--- config.mk ---
export PLATFORM = sky130hd
export DESIGN_NAME = srx_receiver
export DESIGN_NICKNAME = d
export VERILOG_FILES = /design/src/rtl/srx_pkg.sv /design/src/rtl/srx_sync.sv /design/src/rtl/srx_frame.sv /design/src/rtl/srx_buffer.sv /design/src/rtl/srx_receiver.sv
export SDC_FILE = /design/constraint.sdc
export NUM_CORES = 1
export LEC_CHECK = 0
export BUFFER_PORTS_ARGS = -buffer_cell sky130_fd_sc_hd__buf_2
export CAP_MARGIN = 30
export CORE_MARGIN = 2
export CORE_UTILIZATION = 58
export DETAILED_ROUTE_END_ITERATION = 10
export GPL_ROUTABILITY_DRIVEN = 0
export PLACE_DENSITY = 0.89
export SLEW_MARGIN = 0
export SYNTH_ARGS = -nofsm -noshare
export SYNTH_HDL_FRONTEND = slang
export SYNTH_HIERARCHICAL = 1
export SYNTH_SLANG_ARGS = --single-unit
--- constraint.sdc ---
create_clock -name clk -period 2.31 [get_ports clk]
set_input_delay 0.1155 -clock clk [delete_from_list [all_inputs] [get_ports clk]]
set_output_delay 0.1155 -clock clk [all_outputs]
set_load 0.02 [all_outputs]
--- src/rtl/srx_pkg.sv ---
package srx_pkg;

    localparam int SRX_DW  = 9;
    localparam int SRX_OSR = 16;

    typedef enum logic [2:0] {
        ST_IDLE,
        ST_START,
        ST_DATA,
        ST_PAR,
        ST_STOP
    } srx_state_e;

    typedef struct packed {
        logic [1:0] len_sel;
        logic       par_en;
        logic       par_odd;
        logic       two_stop;
    } srx_cfg_t;

    typedef struct packed {
        logic [SRX_DW-1:0] data;
        logic              frm_bad;
        logic              par_bad;
    } srx_char_t;

    function automatic int char_len(input logic [1:0] sel);
        case (sel)
            2'b00:   return 7;
            2'b10:   return 9;
            default: return 8;
        endcase
    endfunction

endpackage

--- src/rtl/srx_sync.sv ---
module srx_sync #(
    parameter int STAGES = 2
) (
    input  logic clk,
    input  logic rst,
    input  logic d_in,
    output logic d_out
);
    logic [STAGES-1:0] pipe;

    generate
        for (genvar i = 0; i < STAGES; i++) begin : g_stage
            if (i == 0) begin : g_first
                always_ff @(posedge clk) begin
                    if (rst) pipe[i] <= 1'b1;
                    else     pipe[i] <= d_in;
                end
            end else begin : g_next
                always_ff @(posedge clk) begin
                    if (rst) pipe[i] <= 1'b1;
                    else     pipe[i] <= pipe[i-1];
                end
            end
        end
    endgenerate

    assign d_out = pipe[STAGES-1];
endmodule

--- src/rtl/srx_frame.sv ---
module srx_frame
    import srx_pkg::*;
#(
    parameter int OSR    = SRX_OSR,
    parameter int DATA_W = SRX_DW
) (
    input  logic      clk,
    input  logic      rst,
    input  logic      tick,
    input  logic      line,
    input  logic      rx_en,
    input  srx_cfg_t  cfg,
    output logic      judge,
    output logic      done,
    output srx_char_t result
);
    localparam int CW = $clog2(OSR);
    localparam int IW = $clog2(DATA_W + 1);
    localparam logic [CW-1:0] HALF_M1 = CW'(OSR / 2 - 1);
    localparam logic [CW-1:0] FULL_M1 = CW'(OSR - 1);

    srx_state_e        state;
    logic [CW-1:0]     cnt;
    logic [IW-1:0]     bit_idx;
    logic [DATA_W-1:0] shreg;
    logic              par_bit;
    logic              frm_bad;
    logic              stop_idx;
    logic              prev;
    logic [IW-1:0]     last_idx;
    logic [DATA_W-1:0] data_aligned;
    int                nb;

    always_comb begin
        nb           = char_len(cfg.len_sel);
        last_idx     = IW'(nb - 1);
        data_aligned = shreg >> (DATA_W - nb);
    end

    assign result.data    = data_aligned;
    assign result.frm_bad = frm_bad;
    assign result.par_bad = cfg.par_en && ((^data_aligned ^ par_bit) != cfg.par_odd);

    always_ff @(posedge clk) begin
        if (rst) begin
            state    <= ST_IDLE;
            cnt      <= '0;
            bit_idx  <= '0;
            shreg    <= '0;
            par_bit  <= 1'b0;
            frm_bad  <= 1'b0;
            stop_idx <= 1'b0;
            prev     <= 1'b1;
            judge    <= 1'b0;
            done     <= 1'b0;
        end else begin
            judge <= 1'b0;
            done  <= 1'b0;
            if (tick) prev <= line;
            if (!rx_en) begin
                state <= ST_IDLE;
            end else if (tick) begin
                unique case (state)
                    ST_IDLE: begin
                        if (prev && !line) begin
                            state <= ST_START;
                            cnt   <= '0;
                        end
                    end
                    ST_START: begin
                        if (cnt == HALF_M1) begin
                            cnt      <= '0;
                            bit_idx  <= '0;
                            frm_bad  <= 1'b0;
                            stop_idx <= 1'b0;
                            state    <= line ? ST_IDLE : ST_DATA;
                        end else begin
                            cnt <= cnt + 1'b1;
                        end
                    end
                    ST_DATA: begin
                        if (cnt == FULL_M1) begin
                            cnt     <= '0;
                            shreg   <= {line, shreg[DATA_W-1:1]};
                            bit_idx <= bit_idx + 1'b1;
                            if (bit_idx == last_idx) begin
                                state <= cfg.par_en ? ST_PAR : ST_STOP;
                                judge <= !cfg.par_en && !cfg.two_stop;
                            end
                        end else begin
                            cnt <= cnt + 1'b1;
                        end
                    end
                    ST_PAR: begin
                        if (cnt == FULL_M1) begin
                            cnt     <= '0;
                            par_bit <= line;
                            state   <= ST_STOP;
                            judge   <= !cfg.two_stop;
                        end else begin
                            cnt <= cnt + 1'b1;
                        end
                    end
                    ST_STOP: begin
                        if (cnt == FULL_M1) begin
                            cnt <= '0;
                            if (!line) frm_bad <= 1'b1;
                            if (stop_idx == cfg.two_stop) begin
                                done  <= 1'b1;
                                state <= ST_IDLE;
                            end else begin
                                stop_idx <= 1'b1;
                                judge    <= 1'b1;
                            end
                        end else begin
                            cnt <= cnt + 1'b1;
                        end
                    end
                    default: state <= ST_IDLE;
                endcase
            end
        end
    end
endmodule

--- src/rtl/srx_buffer.sv ---
module srx_buffer
    import srx_pkg::*;
#(
    parameter int DATA_W = SRX_DW
) (
    input  logic              clk,
    input  logic              rst,
    input  logic              rx_en,
    input  logic              rd,
    input  logic              judge,
    input  logic              done,
    input  srx_char_t         result,
    output logic [DATA_W-1:0] data,
    output logic              full,
    output logic              ovr,
    output logic              frm,
    output logic              par,
    output logic              irq
);
    logic ovr_pend;

    always_ff @(posedge clk) begin
        if (rst) begin
            data     <= '0;
            full     <= 1'b0;
            ovr      <= 1'b0;
            frm      <= 1'b0;
            par      <= 1'b0;
            irq      <= 1'b0;
            ovr_pend <= 1'b0;
        end else begin
            irq <= 1'b0;
            if (done || !rx_en) ovr_pend <= 1'b0;
            else if (judge)     ovr_pend <= full;

            if (rd) begin
                full <= 1'b0;
                ovr  <= 1'b0;
                frm  <= 1'b0;
                par  <= 1'b0;
            end
            if (!rx_en) begin
                ovr <= 1'b0;
                frm <= 1'b0;
                par <= 1'b0;
            end else if (done) begin
                if (ovr_pend) begin
                    ovr <= 1'b1;
                end else begin
                    data <= result.data;
                    full <= 1'b1;
                    frm  <= result.frm_bad;
                    par  <= result.par_bad;
                    irq  <= 1'b1;
                end
            end
        end
    end
endmodule

--- src/rtl/srx_receiver.sv ---
module srx_receiver
    import srx_pkg::*;
#(
    parameter int OSR         = SRX_OSR,
    parameter int DATA_W      = SRX_DW,
    parameter int SYNC_STAGES = 2
) (
    input  logic              clk,
    input  logic              rst,
    input  logic              tick_16x,
    input  logic              rx_in,
    input  logic              rx_en,
    input  logic [1:0]        len_sel,
    input  logic              par_en,
    input  logic              par_odd,
    input  logic              two_stop,
    input  logic              rd_strobe,
    output logic [DATA_W-1:0] rx_data,
    output logic              rx_full,
    output logic              ovr_err,
    output logic              frm_err,
    output logic              par_err,
    output logic              err_sum,
    output logic              rx_irq
);
    logic      line_s;
    logic      judge;
    logic      done;
    srx_cfg_t  cfg;
    srx_char_t result;

    assign cfg = '{len_sel: len_sel, par_en: par_en, par_odd: par_odd, two_stop: two_stop};

    srx_sync #(.STAGES(SYNC_STAGES)) u_sync (
        .clk   (clk),
        .rst   (rst),
        .d_in  (rx_in),
        .d_out (line_s)
    );

    srx_frame #(.OSR(OSR), .DATA_W(DATA_W)) u_frame (
        .clk    (clk),
        .rst    (rst),
        .tick   (tick_16x),
        .line   (line_s),
        .rx_en  (rx_en),
        .cfg    (cfg),
        .judge  (judge),
        .done   (done),
        .result (result)
    );

    srx_buffer #(.DATA_W(DATA_W)) u_buf (
        .clk    (clk),
        .rst    (rst),
        .rx_en  (rx_en),
        .rd     (rd_strobe),
        .judge  (judge),
        .done   (done),
        .result (result),
        .data   (rx_data),
        .full   (rx_full),
        .ovr    (ovr_err),
        .frm    (frm_err),
        .par    (par_err),
        .irq    (rx_irq)
    );

    assign err_sum = ovr_err | frm_err | par_err;
endmodule

# Word-level counts from Yosys, hierarchy flattened

Cells that the tools add are included.

Bits in registers: 43
Input port bits: 11
Output and inout port bits: 15
Word-level logic and storage cells: 126

$add $sub $neg: 4
Equal/unequal tests: 19
Shift operators: 1
Mux-type cells: 46
Bitwise logic cells: 9
Reductions and logical operators: 28

Operators by type and width:

| kind                                                 | count |
|---|---|
| >> shifter 9 x 32 -> 9 bit                           | 1 |
| 2-to-1 mux 1 bit                                     | 25 |
| 2-to-1 mux 3 bit                                     | 8 |
| 2-to-1 mux 4 bit                                     | 5 |
| case mux 4 bit (2 select lines)                      | 2 |
| case mux 3 bit (5 select lines)                      | 1 |
| != test 2 x 1 -> 1 bit (second input constant)       | 7 |
| case mux 4 bit (3 select lines)                      | 1 |
| AND reduction 4 bit                                  | 3 |
| AND reduction 6 bit                                  | 2 |
| OR reduction 3 bit                                   | 3 |
| XOR reduction 9 bit                                  | 1 |
| adder 4 x 1 -> 4 bit (second input constant)         | 2 |
| AND reduction 8 bit                                  | 1 |
| equality test 3 x 2 -> 1 bit (second input constant) | 2 |
| inverter 1 bit                                       | 6 |
| AND reduction 5 bit                                  | 1 |
| OR reduction 5 bit                                   | 1 |
| subtractor 4 x 4 -> 5 bit (first input constant)     | 1 |
| equality test 4 x 3 -> 1 bit (second input constant) | 1 |
| equality test 4 bit                                  | 1 |
| equality test 4 bit (second input constant)          | 1 |
| logical NOT 1 bit                                    | 4 |
| != test 2 bit (second input constant)                | 2 |
| 19 further kinds                                     | 25 |

# Logic depth before layout (Yosys ltp)

Gate-level depths: netlist of the first run.

Depth in word-level cells: 10
Gate-level depth with buffers: 10
Mapped depth without buffers: 8

# Modules after synthesis

Netlist of the first run, hierarchy kept.

By module, submodules not included:

| module       | times used | cells each | area an instance (um^2) | sequential area each (um^2) |
|---|---|---|---|---|
| srx_frame    | 1          | 213        | 1642.8                  | 520.5 |
| srx_buffer   | 1          | 63         | 578.1                   | 300.3 |
| srx_sync     | 1          | 4          | 52.6                    | 40.0 |
| srx_receiver | 1          | 1          | 6.3                     | 0.0 |

# Worst setup path before layout of the first run

No wires, ideal clock.

Path kind: register -> register
Start point: register u_frame.cnt[0]
End point: register u_frame.shreg[4]
Setup time: 132 ps
Arrival: 1678 ps
Required time: 2178 ps
Path slack: 500 ps
Cell stages (with the launch flop): 8
Buffers on the path: 1
Period minus slack after synthesis: 1810 ps
Cell sequence: dfxtp_1 ha_1 nand3_1 or2_2 or3_1 clkbuf_1 nand2_1 a21oi_1

Cells in the longest elaborated chain, start to end: 2

Ends and longest elaborated chain:

| what                                 | line             | source |
|---|---|---|
| from (decl)                          | srx_frame.sv:23  | `logic [CW-1:0] cnt;` |
| from (signal assigned)               | srx_frame.sv:78  | `cnt <= cnt + 1'b1;` |
| from (signal assigned)               | srx_frame.sv:91  | `cnt <= cnt + 1'b1;` |
| from (signal assigned)               | srx_frame.sv:101 | `cnt <= cnt + 1'b1;` |
| equality test 4 bit                  | srx_frame.sv:82  | `if (cnt == FULL_M1) begin` |
| AND reduction 4 bit (no source line) | n/a              |  |
| to (signal assigned)                 | srx_frame.sv:84  | `shreg <= {line, shreg[DATA_W-1:1]};` |
| to (decl)                            | srx_frame.sv:25  | `logic [DATA_W-1:0] shreg;` |

No other way between the ends.
A chain may end at the register's enable or synchronous reset.

# Worst setup path in the final report of the first run

Start point: register u_frame.cnt[0]
End point: register u_frame.shreg[2]

The elaborated chain is that of the path after synthesis.

==> results.toml, run 1 <==
[pwr]
leakage_nw = 0.900
vdd_drop_max_v = 0.000262
power.density_mw_per_mm2 = 528
power_w = 0.00132

[cts]
cts_buffers = 5
cts_tree = "yes"
clk_pin_slew_worst_paths_ns = 0.09
cts_sinks = 43
cts_buffer_depth = 2
cts_resized = 0
cts_root_buf = "clkbuf_8"
clk_latency_ns = 0.30
htree_num_levels = 2

[die]
io_pins = 26
dieArea_mm2 = 0.00445
initial_core_util_pct = 61.3
die_w_um = 66.7
core_mm2 = 0.00372
die_y_um = 66.7
num_rows = 22

[route]
drt-total-wl_um = 4850
wire_per_inst_um = 13.8
ant_nets = 0
vias_per_cell = 5.79
first_pass_iters = 5
num_vias = 2038
drt_iter0_drc = 146
drc = 0

[setup_path]
end_kind = "register"
critPathMaxFanout = 9
crit_type = "register to register"
worst_ep_required_time_ns = 2.46
critPathLaunchType = "register"
critPathSlowestCell = "or3_1"
crit_family = "simple AND/OR/NAND/NOR gates"
arrival_ns = 2.23
crit_chain = "ha_1 > nand3_1 > or2_2 > or3_1 > nand2_1 > a21oi_1"
cp.buffers_inverters = 0
max_stage_delay_ns = 0.47
regToRegSetupSlack_ns = 0.23

[cells_and_area]
area_delta_synth_final_pct = 9.28
antennaDiodeCount = 0
drive_gt1_share_pct = 18.8
fin_util_pct = 67.0
final.fill_count = 300
nets = 316

[global_routing]
grt_pass1_wl_um = 8040
grt_pass1_vias = 1830
busiest_layer = "met2"
grt_use_total_pct = 23.7
grtUsageMet1_pct = 28.4
grt-ovfl-total = 0
gr-usage-met3_pct = 4.05
use_met2_pct = 40.0
antenna_found_initial = 0
grt_start_max_net_pins = 36

[run]
maxCapViolations = 0

[outcome]
status = "finished clean"

[sta]
drv_slew = 0
fmax_mhz = 481
slew_headroom_pct = 49.8
setup_viol = 0
worst_pin_slew_ns = 0.734
min_period_ns = 2.08
setup_tns_ns = 0
finClkSkew_ns = 0.00449
rsz0062_at_grt = "false"
worst_slack_ns = 0.233
period_share_pct = 89.9
hold_violations = 0

[synthesis]
syn_avg_cell_area_um2 = 8.11
ys.flop_type = "dfxtp_1"
syn_inst = 281
async_reset_ff_share_pct = 0
ys_warn_count = 6
synth_edf_count = 0
yosysSeqAreaShare_pct = 37.8
synth_nets = 294
ys_seq_elements = 43
synth_cell_type_count = 53
syn_area_mm2 = 0.00228

[placement]
post-dp-hpwl_um = 3450
post-place-ws_ns = 0.282
port_buffers = 25

[min_path]
hold_path.class = "input pin to register"
## sequential cells by signal (all words and copies together) (netlist names)
register	cells
u_frame/judge	1
u_frame/bit_idx	4
u_buf/ovr_pend	1
u_buf/irq	1
u_buf/frm	1
u_frame/stop_idx	1
u_frame/prev	1
u_buf/full	1
u_buf/ovr	1
u_sync/d_out	1
u_sync/pipe	1
u_frame/state	3
u_frame/cnt	4
u_frame/frm_bad	1
u_frame/par_bit	1
u_buf/data	9
u_buf/par	1
u_frame/done	1
u_frame/shreg	9
## layout make-up
type,count,area [um2],area share (%)
clock buffer,5,68.8,2.76
clock inverter,3,23.8,0.954
inverter,6,22.5,0.904
sequential,43,861,34.6
multi-input combinational,218,1300,52.1
timing repair buffer,29,158,6.33
tap,48,60.1,2.41
## metrics by stage
stage / hold WS [ns] / cells / area (um2)
floorplan: 0.178 / 281 / 2280
global placement: 0.294 / 343 / 2390
detailed placement: 0.300 / 343 / 2390
CTS: 0.0780 / 352 / 2490
global route: 0.0939 / 352 / 2490
finish: 0.0895 / 352 / 2490
## Yosys cell counts, types with 2 or more instances
| master | n | area, um2 |
|---|---|---|
| ha_1 | 2 | 25.0 |
| buf_2 | 4 | 20.0 |
| nor2_1 | 21 | 78.8 |
| or2_2 | 2 | 12.5 |
| nand4_1 | 3 | 18.8 |
| o21ai_1 | 3 | 15.0 |
| dfxtp_1 | 43 | 861 |
| nand2_1 | 54 | 203 |
| nand3_1 | 7 | 35.0 |
| nor3_1 | 6 | 30.0 |
| clkbuf_1 | 4 | 15.0 |
| or2_1 | 2 | 12.5 |
| buf_6 | 5 | 56.3 |
| nand2_2 | 2 | 12.5 |
| nor2b_1 | 8 | 50.1 |
| a31oi_1 | 3 | 18.8 |
| mux2i_1 | 9 | 90.1 |
| a21oi_2 | 9 | 78.8 |
| xnor2_1 | 6 | 52.6 |
| or3_1 | 3 | 18.8 |
| nor4_1 | 2 | 12.5 |
| xor2_1 | 3 | 26.3 |
| xnor3_1 | 2 | 45.0 |
| o21ai_0 | 11 | 55.1 |
| inv_1 | 6 | 22.5 |
| a21oi_1 | 29 | 145 |
| nand2b_1 | 6 | 37.5 |
## metal layers
metal  vias up  share of wire (%)
li1       1008                  -
met1       947                 43
met2        73                 49
met3        10                5.5
met4         0                1.9
met5         -                  0
## layout by cell type, fill, tap and decap left out, drive strengths merged, types with 3 or more instances in the layout
master | Yosys | layout
nand2 | 56 | 56
dfxtp | 43 | 43
a21oi | 38 | 38
buf | 10 | 28
nor2 | 21 | 21
o21ai | 16 | 16
mux2i | 9 | 9
nor2b | 9 | 9
nand3 | 7 | 7
inv | 6 | 7
nand2b | 6 | 6
nor3 | 6 | 6
xnor2 | 6 | 6
clkbuf | 4 | 5
or2 | 4 | 4
or3 | 3 | 3
nand4 | 3 | 3
a31oi | 3 | 3
xor2 | 3 | 3
## logic make-up after synthesis
group / Yosys count / synth area share, %
and+or+nand+nor: 129 / 28.0
AOI/OAI and AO/OA: 67 / 18.4
DFF: 43 / 37.8
buffers and inverters: 20 / 5.32
xor gates and xnor gates: 11 / 5.43
muxes: 9 / 3.95
adders and majority gates: 2 / 1.10
## final timing paths
kind                                             startpoint  depth (start not counted)                             to
worst max register to register  u_frame/cnt[0]$_SDFFE_PP0P_                          6  u_frame/shreg[2]$_SDFFE_PP0P_
worst min-delay path                               tick_16x                          2      u_frame/prev$_SDFFE_PP1P_
worst min register to register    u_sync/pipe[0]$_SDFF_PP1_                          1        u_sync/d_out$_SDFF_PP1_
worst max-delay path            u_frame/cnt[0]$_SDFFE_PP0P_                          6  u_frame/shreg[2]$_SDFFE_PP0P_
## power by group
group | internal (W) | total (W) | switching, W
logic | 0.0000285 | 0.0000730 | 0.0000445
clock network | 0.000216 | 0.000497 | 0.000280
registers | 0.000743 | 0.000746 | 0.00000267
total | 0.000988 | 0.00132 | 0.000328
## repair_timing
action / CTS / global route
buffers inserted: 0 / 0
hold endpoints to repair: 1 / 0
hold buffers: 1 / 0
(Power assumes the default switching activity.)
==> run 2, diff against run 1 <==
--- a/config.mk
+++ b/config.mk
@@ -5,8 +5,9 @@
 export SDC_FILE = /design/constraint.sdc
 export NUM_CORES = 1
 export LEC_CHECK = 0
+export ABC_AREA = 1
 export BUFFER_PORTS_ARGS = -buffer_cell sky130_fd_sc_hd__buf_2
-export CAP_MARGIN = 30
+export CAP_MARGIN = 20
 export CORE_MARGIN = 2
 export CORE_UTILIZATION = 58
 export DETAILED_ROUTE_END_ITERATION = 10
==> results.toml, run 2 <==
[route]
vias_per_cell = 5.16
drc = 0
num_vias = 2259
drt_iter0_drc = 178
first_pass_iters = 6
wire_per_inst_um = 11.0
drt-total-wl_um = 4830
ant_nets = 0

[die]
die_y_um = 67.6
initial_core_util_pct = 59.4
die_w_um = 67.6
io_pins = 26
core_mm2 = 0.00394
dieArea_mm2 = 0.00457
num_rows = 23

[cts]
cts_resized = 0
cts_sinks = 43
cts_buffers = 5
cts_buffer_depth = 2
clk_pin_slew_worst_paths_ns = 0.08
clk_latency_ns = 0.30
cts_tree = "yes"
cts_root_buf = "clkbuf_8"
htree_num_levels = 2

[pwr]
pwr-share-clk_pct = 43.8
p_switching_w = 0.000334
combinationalPowerShare_pct = 8.1
leakage_nw = 1.25
sw_frac_of_total_pct = 21.6
vdd_drop_max_v = 0.000331
power.density_mw_per_mm2 = 590
p_int_w = 0.00122
power_w = 0.00155
pwr-share-seq_pct = 48.2

[cells_and_area]
top_regs = "u_buf/data: 9 flops, u_frame/shreg: 9 flops"
fin_util_pct = 66.7
antennaDiodeCount = 0
drive_gt1_share_pct = 15.5
nets = 400
final_cell_mix = "nand2_1 (101), inv_1 (49), dfxtp_1 (43)"
layout_commonest_cell = "nand2_1"
area_delta_synth_final_pct = 12.2

[sta]
hold_violations = 0
slew_headroom_pct = 72.5
fmax_mhz = 536
rsz0062_at_grt = "false"
setup_viol = 0
period_share_pct = 80.7
setup_tns_ns = 0
min_period_ns = 1.86
worst_pin_slew_ns = 0.411
finClkSkew_ns = 0.00880
drv_slew = 0

[global_routing]
grt_start_max_net_pins = 21
grt_pass1_vias = 1957
grt_pass1_wl_um = 8220
antenna_found_initial = 0
grt_use_total_pct = 23.4
grt-ovfl-total = 0

[synthesis]
post-synth-top-area-cell = "dfxtp_1"
syn_inst = 361
synth_edf_count = 0
yosysSeqAreaShare_pct = 36.7
ys_seq_elements = 43
synth_cell_type_count = 32
yosys.area.top_type_share_pct = 36.7
synth_nets = 374
synth.most_common_cell = "nand2_1"
syn_area_mm2 = 0.00234
syn_avg_cell_area_um2 = 6.49
ys.flop_type = "dfxtp_1"
ys_warn_count = 6
synthTopCellsByCount = "nand2_1 (101), inv_1 (49), dfxtp_1 (43), nor2_1 (40), a21oi_1 (26)"
synth_area_leaders = "dfxtp_1 (37%), nand2_1 (16%), inv_1 (7.8%), nor2_1 (6.4%), a21oi_1 (5.6%)"
async_reset_ff_share_pct = 0

[setup_path]
critPathMaxFanout = 19
reg2reg_depth = 12
arrival_ns = 2.06
rr_startpoint = "u_frame/cnt[0]$_SDFFE_PP0P_"
crit_type = "register to register"
crit_start = "u_frame/cnt[0]$_SDFFE_PP0P_"
end_kind = "register"
critPathLaunchType = "register"
worst_ep_required_time_ns = 2.50

[outcome]
status = "finished clean"

[min_path]
hold_path_startpoint = "tick_16x"
hold_depth = 2
hold_path.class = "input pin to register"

[run]
maxCapViolations = 0

[placement]
port_buffers = 25
post-dp-hpwl_um = 3520
[run 2: cell types whose count changed in the layout (fill, tap and decap cells not counted), sizes merged, moves of 6 or more]
cell and delta:
a21oi -12, inv +48, mux2i -9, nand2 +51, nand2b -6, nand3 +15, nor2 +30, nor2b -9
[run 2: area by class of cell]
cell class	instances	area [um2]
sequential	43	861
inverter	56	210
multi-input combinational	255	1230
clock buffer	6	72.6
timing repair buffer	26	135
clock inverter	2	60.1
fill	319	1310
tap	50	62.6
[run 2: worst paths after layout]
kind | endpoint | slack, ns
worst max register to register | u_frame/bit_idx[2]$_SDFFE_PP0P_ | 0.45
worst min-delay path | u_frame/prev$_SDFFE_PP1P_ | 0.04
worst max-delay path | u_frame/bit_idx[2]$_SDFFE_PP0P_ | 0.45
worst min register to register | u_sync/d_out$_SDFF_PP1_ | 0.42
[run 2: power by group through the flow]
stage	Clock [W]	Sequential [W]	Combinational [W]
detailed placement	0	0.000765	0.000121
floorplan	0	0.000764	0.0000905
CTS	0.000698	0.000747	0.000124
finish	0.000679	0.000747	0.000125
global placement	0	0.000764	0.000118
global route	0.000727	0.000747	0.000145
[run 2: kinds of logic after synthesis]
| logic type | count (synthesis) | synth area share, % |
|---|---|---|
| compound gates | 58 | 14.0 |
| simple gates | 190 | 35.5 |
| xor+xnor | 5 | 1.87 |
| fa+ha+maj | 2 | 1.07 |
| flops | 43 | 36.7 |
| buf+inv | 63 | 10.8 |
[run 2: per-stage QoR]
stage | setup WS (ns) | cells | instance area (um2) | hold WS, ns
after global routing | 0.257 | 438 | 2630 | 0.0421
final | 0.446 | 438 | 2630 | 0.0422
after global placement | 0.594 | 429 | 2490 | 0.285
after CTS | 0.481 | 438 | 2630 | 0.0311
after detailed placement | 0.492 | 429 | 2490 | 0.290
after floorplan | 0.786 | 361 | 2340 | 0.185
[run 2: worst max-delay path, stage by stage, from the launching register on]
cell and delay [ns]:
dfxtp_1 0.37, ha_1 0.19, nand2_1 0.10, nor2_2 0.14, inv_1 0.12, nor2_4 0.14
nand2_2 0.20, o21ai_2 0.12, nand2_2 0.12, inv_2 0.09, nand3_1 0.06, nand2_1 0.08
nor2_1 0.04
[run 2: routing by layer]
layer / vias to the layer above / GRT usage, % / routed length, um
li1: 1188 / - / -
met1: 966 / 29.7 / 2160
met2: 99 / 38.0 / 2260
met3: 6 / 6.00 / 362
met4: 0 / 8.93 / 42
met5: - / 0 / 0
[run 2: repair_timing]
item,CTS,global route
hold buffers,1,0
endpoints found under the hold margin,1,0
setup buffers,0,0
